**config.mk**
```make
export PLATFORM = sky130hd
export DESIGN_NAME = scan_port
export DESIGN_NICKNAME = d
export VERILOG_FILES = /design/src/rtl/scan_port_pkg.sv /design/src/rtl/scan_tap_fsm.sv /design/src/rtl/scan_ir.sv /design/src/rtl/scan_dr.sv /design/src/rtl/scan_port.sv
export SDC_FILE = /design/constraint.sdc
export NUM_CORES = 1
export LEC_CHECK = 0
export BUFFER_PORTS_ARGS = -buffer_cell sky130_fd_sc_hd__buf_2
export CAP_MARGIN = 5
export CORE_MARGIN = 4
export CORE_UTILIZATION = 49
export CTS_CLUSTER_DIAMETER = 50
export CTS_CLUSTER_SIZE = 12
export DETAILED_ROUTE_END_ITERATION = 7
export GPL_ROUTABILITY_DRIVEN = 0
export PLACE_DENSITY = 0.78
export SLEW_MARGIN = 20
export SYNTH_ARGS = -nofsm -noshare
export SYNTH_HDL_FRONTEND = slang
export SYNTH_HIERARCHICAL = 1
export SYNTH_SLANG_ARGS = --single-unit
```
**constraint.sdc**
```tcl
create_clock -name tck -period 1.81 [get_ports tck]
set_input_delay 0.543 -clock tck [delete_from_list [all_inputs] [get_ports tck]]
set_output_delay 0.543 -clock tck [all_outputs]
set_load 0.005 [all_outputs]
```
**src/rtl/scan_port_pkg.sv**
```systemverilog
package scan_port_pkg;

  typedef enum logic [3:0] {
    ST_RESET    = 4'h0,
    ST_IDLE     = 4'h1,
    ST_DR_SEL   = 4'h2,
    ST_DR_CAP   = 4'h3,
    ST_DR_SHIFT = 4'h4,
    ST_DR_EX1   = 4'h5,
    ST_DR_PAUSE = 4'h6,
    ST_DR_EX2   = 4'h7,
    ST_DR_UPD   = 4'h8,
    ST_IR_SEL   = 4'h9,
    ST_IR_CAP   = 4'hA,
    ST_IR_SHIFT = 4'hB,
    ST_IR_EX1   = 4'hC,
    ST_IR_PAUSE = 4'hD,
    ST_IR_EX2   = 4'hE,
    ST_IR_UPD   = 4'hF
  } tap_state_e;

  localparam int IR_W = 3;

  localparam logic [IR_W-1:0] OP_IDCODE = 3'b001;
  localparam logic [IR_W-1:0] OP_SAMPLE = 3'b100;
  localparam logic [IR_W-1:0] OP_BYPASS = 3'b111;

  localparam logic [1:0] IR_CAPTURE_TAG = 2'b01;

  typedef enum logic [1:0] {
    DR_BYPASS   = 2'd0,
    DR_IDENT    = 2'd1,
    DR_BOUNDARY = 2'd2
  } dr_sel_e;

  function automatic dr_sel_e decode_op(input logic [IR_W-1:0] op);
    dr_sel_e sel;
    case (op)
      OP_IDCODE: sel = DR_IDENT;
      OP_SAMPLE: sel = DR_BOUNDARY;
      default:   sel = DR_BYPASS;
    endcase
    return sel;
  endfunction

endpackage

```
**src/rtl/scan_tap_fsm.sv**
```systemverilog
module scan_tap_fsm
  import scan_port_pkg::*;
(
  input  logic       tck,
  input  logic       rst_n,
  input  logic       tms,
  output tap_state_e state
);

  tap_state_e state_d;

  always_comb begin
    state_d = state;
    case (state)
      ST_RESET:    state_d = tms ? ST_RESET    : ST_IDLE;
      ST_IDLE:     state_d = tms ? ST_DR_SEL   : ST_IDLE;
      ST_DR_SEL:   state_d = tms ? ST_IR_SEL   : ST_DR_CAP;
      ST_DR_CAP:   state_d = tms ? ST_DR_EX1   : ST_DR_SHIFT;
      ST_DR_SHIFT: state_d = tms ? ST_DR_EX1   : ST_DR_SHIFT;
      ST_DR_EX1:   state_d = tms ? ST_DR_UPD   : ST_DR_PAUSE;
      ST_DR_PAUSE: state_d = tms ? ST_DR_EX2   : ST_DR_PAUSE;
      ST_DR_EX2:   state_d = tms ? ST_DR_UPD   : ST_DR_SHIFT;
      ST_DR_UPD:   state_d = tms ? ST_DR_SEL   : ST_IDLE;
      ST_IR_SEL:   state_d = tms ? ST_RESET    : ST_IR_CAP;
      ST_IR_CAP:   state_d = tms ? ST_IR_EX1   : ST_IR_SHIFT;
      ST_IR_SHIFT: state_d = tms ? ST_IR_EX1   : ST_IR_SHIFT;
      ST_IR_EX1:   state_d = tms ? ST_IR_UPD   : ST_IR_PAUSE;
      ST_IR_PAUSE: state_d = tms ? ST_IR_EX2   : ST_IR_PAUSE;
      ST_IR_EX2:   state_d = tms ? ST_IR_UPD   : ST_IR_SHIFT;
      ST_IR_UPD:   state_d = tms ? ST_DR_SEL   : ST_IDLE;
      default:     state_d = ST_RESET;
    endcase
  end

  always_ff @(posedge tck or negedge rst_n) begin
    if (!rst_n) begin
      state <= ST_RESET;
    end else begin
      state <= state_d;
    end
  end

endmodule

```
**src/rtl/scan_ir.sv**
```systemverilog
module scan_ir
  import scan_port_pkg::*;
(
  input  logic            tck,
  input  logic            rst_n,
  input  tap_state_e      state,
  input  logic            tdi,
  output logic [IR_W-1:0] ir_sh,
  output logic [IR_W-1:0] instr
);

  logic            cap_en;
  logic            sh_en;
  logic            upd_en;
  logic            force_id;
  logic [IR_W-1:0] ir_sh_d;

  assign cap_en   = (state == ST_IR_CAP);
  assign sh_en    = (state == ST_IR_SHIFT);
  assign upd_en   = (state == ST_IR_UPD);
  assign force_id = (state == ST_RESET);

  always_comb begin
    ir_sh_d = ir_sh;
    if (cap_en) begin
      ir_sh_d = {{(IR_W-2){1'b0}}, IR_CAPTURE_TAG};
    end else if (sh_en) begin
      ir_sh_d = {tdi, ir_sh[IR_W-1:1]};
    end
  end

  always_ff @(posedge tck or negedge rst_n) begin
    if (!rst_n) begin
      ir_sh <= '0;
    end else if (cap_en || sh_en) begin
      ir_sh <= ir_sh_d;
    end
  end

  always_ff @(posedge tck or negedge rst_n) begin
    if (!rst_n) begin
      instr <= OP_IDCODE;
    end else if (force_id) begin
      instr <= OP_IDCODE;
    end else if (upd_en) begin
      instr <= ir_sh;
    end
  end

endmodule

```
**src/rtl/scan_dr.sv**
```systemverilog
module scan_dr
  import scan_port_pkg::*;
#(
  parameter int          BSR_LEN = 8,
  parameter logic [31:0] ID_CODE = 32'h0000_0001
) (
  input  logic               tck,
  input  logic               rst_n,
  input  tap_state_e         state,
  input  logic [IR_W-1:0]    instr,
  input  logic               tdi,
  input  logic [BSR_LEN-1:0] bsr_pi,
  output logic               dr_lsb,
  output logic [BSR_LEN-1:0] bsr_po
);

  localparam int          ID_W   = 32;
  localparam logic [31:0] ID_CAP = {ID_CODE[31:1], 1'b1};

  dr_sel_e sel;
  logic    cap_st;
  logic    sh_st;
  logic    upd_st;

  assign sel    = decode_op(instr);
  assign cap_st = (state == ST_DR_CAP);
  assign sh_st  = (state == ST_DR_SHIFT);
  assign upd_st = (state == ST_DR_UPD);

  // pass-through register
  logic byp_cap_en, byp_sh_en, byp_q;
  assign byp_cap_en = cap_st && (sel == DR_BYPASS);
  assign byp_sh_en  = sh_st  && (sel == DR_BYPASS);

  always_ff @(posedge tck or negedge rst_n) begin
    if (!rst_n) begin
      byp_q <= 1'b0;
    end else if (byp_cap_en) begin
      byp_q <= 1'b0;
    end else if (byp_sh_en) begin
      byp_q <= tdi;
    end
  end

  // identity register
  logic            id_cap_en, id_sh_en;
  logic [ID_W-1:0] id_q;
  assign id_cap_en = cap_st && (sel == DR_IDENT);
  assign id_sh_en  = sh_st  && (sel == DR_IDENT);

  always_ff @(posedge tck or negedge rst_n) begin
    if (!rst_n) begin
      id_q <= '0;
    end else if (id_cap_en) begin
      id_q <= ID_CAP;
    end else if (id_sh_en) begin
      id_q <= {tdi, id_q[ID_W-1:1]};
    end
  end

  // boundary register, one cell per pin
  logic               bsr_cap_en, bsr_sh_en, bsr_upd_en;
  logic [BSR_LEN-1:0] bsr_sh;
  logic [BSR_LEN-1:0] cell_in;
  assign bsr_cap_en = cap_st && (sel == DR_BOUNDARY);
  assign bsr_sh_en  = sh_st  && (sel == DR_BOUNDARY);
  assign bsr_upd_en = upd_st && (sel == DR_BOUNDARY);

  for (genvar i = 0; i < BSR_LEN; i++) begin : g_cell
    logic sh_q;
    logic po_q;

    if (i == BSR_LEN - 1) begin : g_top
      assign cell_in[i] = tdi;
    end else begin : g_mid
      assign cell_in[i] = bsr_sh[i+1];
    end

    always_ff @(posedge tck or negedge rst_n) begin
      if (!rst_n) begin
        sh_q <= 1'b0;
      end else if (bsr_cap_en) begin
        sh_q <= bsr_pi[i];
      end else if (bsr_sh_en) begin
        sh_q <= cell_in[i];
      end
    end

    always_ff @(posedge tck or negedge rst_n) begin
      if (!rst_n) begin
        po_q <= 1'b0;
      end else if (bsr_upd_en) begin
        po_q <= sh_q;
      end
    end

    assign bsr_sh[i] = sh_q;
    assign bsr_po[i] = po_q;
  end

  always_comb begin
    case (sel)
      DR_IDENT:    dr_lsb = id_q[0];
      DR_BOUNDARY: dr_lsb = bsr_sh[0];
      default:     dr_lsb = byp_q;
    endcase
  end

endmodule

```
**src/rtl/scan_port.sv**
```systemverilog
module scan_port
  import scan_port_pkg::*;
#(
  parameter int          BSR_LEN = 8,
  parameter logic [31:0] ID_CODE = 32'h2C71_4A63
) (
  input  logic               tck,
  input  logic               por_n,
  input  logic               tms,
  input  logic               tdi,
  input  logic [BSR_LEN-1:0] bsr_pi,
  output logic               tdo,
  output logic               tdo_oe,
  output logic [BSR_LEN-1:0] bsr_po
);

  // asynchronous assert, synchronous release
  logic [1:0] rst_sync;
  logic       rst_n;

  always_ff @(posedge tck or negedge por_n) begin
    if (!por_n) begin
      rst_sync <= 2'b00;
    end else begin
      rst_sync <= {rst_sync[0], 1'b1};
    end
  end

  assign rst_n = rst_sync[1];

  tap_state_e      state;
  logic [IR_W-1:0] ir_sh;
  logic [IR_W-1:0] instr;
  logic            dr_lsb;

  scan_tap_fsm u_fsm (
    .tck   (tck),
    .rst_n (rst_n),
    .tms   (tms),
    .state (state)
  );

  scan_ir u_ir (
    .tck   (tck),
    .rst_n (rst_n),
    .state (state),
    .tdi   (tdi),
    .ir_sh (ir_sh),
    .instr (instr)
  );

  scan_dr #(
    .BSR_LEN (BSR_LEN),
    .ID_CODE (ID_CODE)
  ) u_dr (
    .tck    (tck),
    .rst_n  (rst_n),
    .state  (state),
    .instr  (instr),
    .tdi    (tdi),
    .bsr_pi (bsr_pi),
    .dr_lsb (dr_lsb),
    .bsr_po (bsr_po)
  );

  // falling-edge output stage
  logic in_shift;
  logic tdo_d;

  assign in_shift = (state == ST_DR_SHIFT) || (state == ST_IR_SHIFT);
  assign tdo_d    = (state == ST_IR_SHIFT) ? ir_sh[0] : dr_lsb;

  always_ff @(negedge tck or negedge rst_n) begin
    if (!rst_n) begin
      tdo    <= 1'b0;
      tdo_oe <= 1'b0;
    end else begin
      tdo    <= tdo_d;
      tdo_oe <= in_shift;
    end
  end

endmodule

```
### Word level (Yosys, flattened, before mapping)

Cells that the tools add are included.
W data, S select, Z words.

| word-level totals | value |
|---|---|
| word-level logic and storage cells | 103 |
| bits in read-only memories | 0 |
| memories kept | 0 |
| input bits | 12 |
| output and inout port bits | 10 |
| latch bits | 0 |
| flip-flop bits (word level) | 63 |
| memory bits (writable) | 0 |

| operators by class | value |
|---|---|
| shift operators | 0 |
| bitwise gates (word level) | 0 |
| multiplexer cells | 40 |
| reduce and logical (&&, ||, !) cells | 20 |
| $mul | 0 |
| magnitude comparators | 0 |
| equality and inequality tests | 19 |
| div/mod/pow operators | 0 |
| add/sub/neg operators | 0 |

Operator list:

| operator | number |
|---|---|
| $mux W32 | 2 |
| $pmux W4 S12 | 1 |
| $eq A4 B4 Y1 const B | 8 |
| $mux W1 | 22 |
| $mux W3 | 6 |
| $eq A4 B3 Y1 const B | 4 |
| $mux W4 | 4 |
| $reduce_bool A2 Y1 | 5 |
| $eq A4 B2 Y1 const B | 2 |
| $logic_and A1 B1 Y1 | 7 |
| $mux W2 | 3 |
| $eq A4 B1 Y1 const B | 1 |
| $logic_not A4 Y1 | 1 |
| $pmux W2 S2 | 1 |
| $reduce_or A2 Y1 | 2 |
| $eq A3 B1 Y1 const B | 1 |
| $eq A3 B3 Y1 const B | 1 |
| $reduce_or A3 Y1 | 1 |
| $eq A2 B1 Y1 const B | 1 |
| $eq A2 B2 Y1 const B | 1 |
| $logic_not A2 Y1 | 1 |
| $logic_or A1 B1 Y1 | 2 |
| $pmux W1 S2 | 1 |
| $reduce_and A2 Y1 | 1 |

### Logic depth before layout (Yosys ltp)

| logic depth | value |
|---|---|
| word-level depth | 6 |
| depth in mapped cells | 6 |
| gate-level depth less buffers | 4 |

### Hierarchy

Netlist, hierarchy kept.

Modules (own cells, without submodules):

| module | seq. area each (µm²) | instances | cells each | area each (µm²) |
|---|---|---|---|---|
| scan_dr | 1226.2 | 1 | 194 | 2361.0 |
| scan_tap_fsm | 100.1 | 1 | 37 | 314.1 |
| scan_ir | 151.4 | 1 | 29 | 280.3 |
| scan_port | 100.1 | 1 | 9 | 137.6 |

==> summary.txt <==
Status - finished with violations
Failing checks - setup timing
Clk_lat worst skew - 340 ps
Mapped Area - 3093 sq um
Drt wl/cell - 15.36 um
Post-layout util - 66.42%
Top Family by Delay on Critical Path - flip-flops
Via count - 2187
Worst Setup Start Kind - flip-flop
CP Buf/Inv Count - 1
Mapped Avg Cell Area - 11.50 sq um
Cell taking the most area after synthesis - dfrtp_1
Worst Setup Path Type - reg2out
DIE HEIGHT - 87.45 um
Switching Fraction - 32.87%
Commonest non-fill, non-tap cell in the layout - dfrtp_1
CTS buffer count - 9
Setup tns final - -2387 ps
DRC - 0
Max Fanout on Critical Path - 1
Synth Flop Type - dfrtp_1
VDD IR-drop max - 0.9504 mV
Number of enable flip-flop cells after synthesis - 0
Int Power - 4859 uW
DRT iter0 DRCs - 125
Die area - 7648 sq um
Design area - 4003 sq um
Post-route ant nets - 0
Non-Filler Instances - 414
P_leak - 0.002003 uW
Clock buffer depth - 2
Synth warn - 6
First-pass GRT wire length - 10200 um
R2r setup slk - -440 ps
CP peak stage delay - 390 ps
Critical path's slowest cell - dfrtn_1
# diodes - 0
Critical Path End Type - primary output
RSZ-0062 raised after global routing - true
Largest net degree at the start of global routing - 40
Sequential share of power - 31.5%
GR Util All Layers - 17.40%
Final Max Tran Viols - 0
Synth top area share - 48.54%
Critical Path AT - 1720 ps
Nets - 346
H-tree Lvls - 3
I/O Buffers - 21
Area delta synth->final - 29.41%
PwrDens - 1808 nW/um^2
Dpl cell area - 3392 sq um
Share of post-route cells with drive strength above 1 - 43.95%
CORE AREA - 6026 sq um
CTS tree - yes
Die W - 87.45 um
Pwr Total - 7238 uW
Placed Cells - 372
Gate power share - 50.3%
Max-Cap Viols - 0
Async S/R FF share, synth - 100.0%
Detailed Place HPWL - 3647 um
Io pins - 22
Hold Crit Class - reg2async
Post-synth cell types - 53
Clock share of power - 18.2%
Cell Chain, Critical Path - buf_2
Post-synth net total - 281
FF-to-FF End - tdo
Flops & latches, synth - 63
Register area share after synthesis - 51.01%
Worst Skew - 16.03 ps
Drt pass-1 iters - 4
Synth area leaders - dfrtp_1 49%, mux2_2 9.1%, mux2_4 6.3%
Root Driver - clkbuf_8
Vias in the first global route - 2228
P_sw - 2379 uW
Sink Count - 63
Drt total wl - 6361 um
Hold Vio Cnt, Final - 0
Final WS setup - -452.1 ps
Vias/cell - 5.283
Antenna violations before repair - 0
Most frequent cells in the layout - 56 x dfrtp_1, 32 x buf_4, 25 x nand2_1, 25 x mux2_4, 23 x inv_1
Grt total ovfl - 0
WP data required - 1270 ps
Initial core utilization - 51.33%
Setup violators final - 26
R2R Path Start - u_ir/instr[0]
Cell Rows - 28
R2R cell count - 3
Worst-path clk slew - 70 ps
Post-Synthesis Cells - 269
-- power groups by stage --
stage	Clock [uW]	Sequential, uW	Combinational (uW)
floorplan	0	2300	2060
global placement	0	2230	2680
detailed placement	0	2270	2800
CTS	1340	2260	3430
global route	1410	2340	3930
finish	1320	2280	3640
-- how the worst max path moves through the flow --
stage                  start   to  cells after the start
6_report                 tdo  tdo                      1
3_5_place_dp   u_ir/instr[0]  tdo                      4
5_1_grt                  tdo  tdo                      1
2_1_floorplan  u_ir/instr[0]  tdo                      5
3_3_place_gp   u_ir/instr[0]  tdo                      4
4_1_cts                  tdo  tdo                      1
-- routing by layer --
| layer | part of all wire (%) | GRT usage [%] | vias up |
|---|---|---|---|
| li1 | - | - | 1037 |
| met1 | 45 | 22.22 | 1098 |
| met2 | 50 | 28.29 | 42 |
| met3 | 4.0 | 5.298 | 10 |
| met4 | 1.3 | 5.579 | 0 |
| met5 | 0 | 0 | - |
-- synthesized netlist by cell type, types with 4 or more instances --
master / n
o21ai_0: 6
mux2_4: 13
nor2_1: 21
buf_4: 11
mux2_2: 25
o22ai_1: 4
buf_6: 4
inv_1: 23
dfrtp_1: 60
mux2i_1: 17
a21oi_1: 8
nand2_1: 25
-- cell type report --
class / instances / area, sq um
clock buffer: 10 / 127.6
clock inverter: 6 / 85.08
fill: 440 / 2023
inverter: 23 / 86.33
multi-input combinational: 161 / 1349
sequential: 63 / 1585
tap: 75 / 93.84
timing repair buffer: 76 / 675.6
-- per-stage QoR --
step | worst slack, ps | hold slack, ps
2_1_floorplan | -441.0 | 247.4
3_3_place_gp | -373.0 | 226.8
3_5_place_dp | -401.1 | 224.5
4_1_cts | -475.2 | 224.6
5_1_grt | -491.4 | 243.8
6_report | -452.1 | 214.6
-- state kept, by name, summed over array words and instances, names as in the netlist --
register / flops
tdo_oe: 1
tdo: 1
u_dr/g_cell.sh_q: 8
u_dr/byp_q: 1
rst_sync: 2
u_ir/ir_sh: 3
u_dr/id_q: 32
u_fsm/state: 4
u_ir/instr: 3
u_dr/g_cell.po_q: 8
-- kinds of logic after synthesis --
kind of cell	Yosys count	share of synthesized area, %
buffers and inverters	45	8.212
multiplexers	57	21.64
XOR/XNOR	1	0.2832
flip-flops	63	51.01
other	1	0.1212
AND/OR/NAND/NOR	72	12.22
AO/OA/AOI/OAI	30	6.513
-- timing repair --
item	CTS	global route
hold buffers	1	0
buffers inserted	11	10
pin swaps	4	4
setup endpoints to repair	32	43
gates cloned	4	2
gates resized for setup	10	27
endpoints found under the hold margin	2	0
No activity file was read; power rests on OpenSTA's default activity.
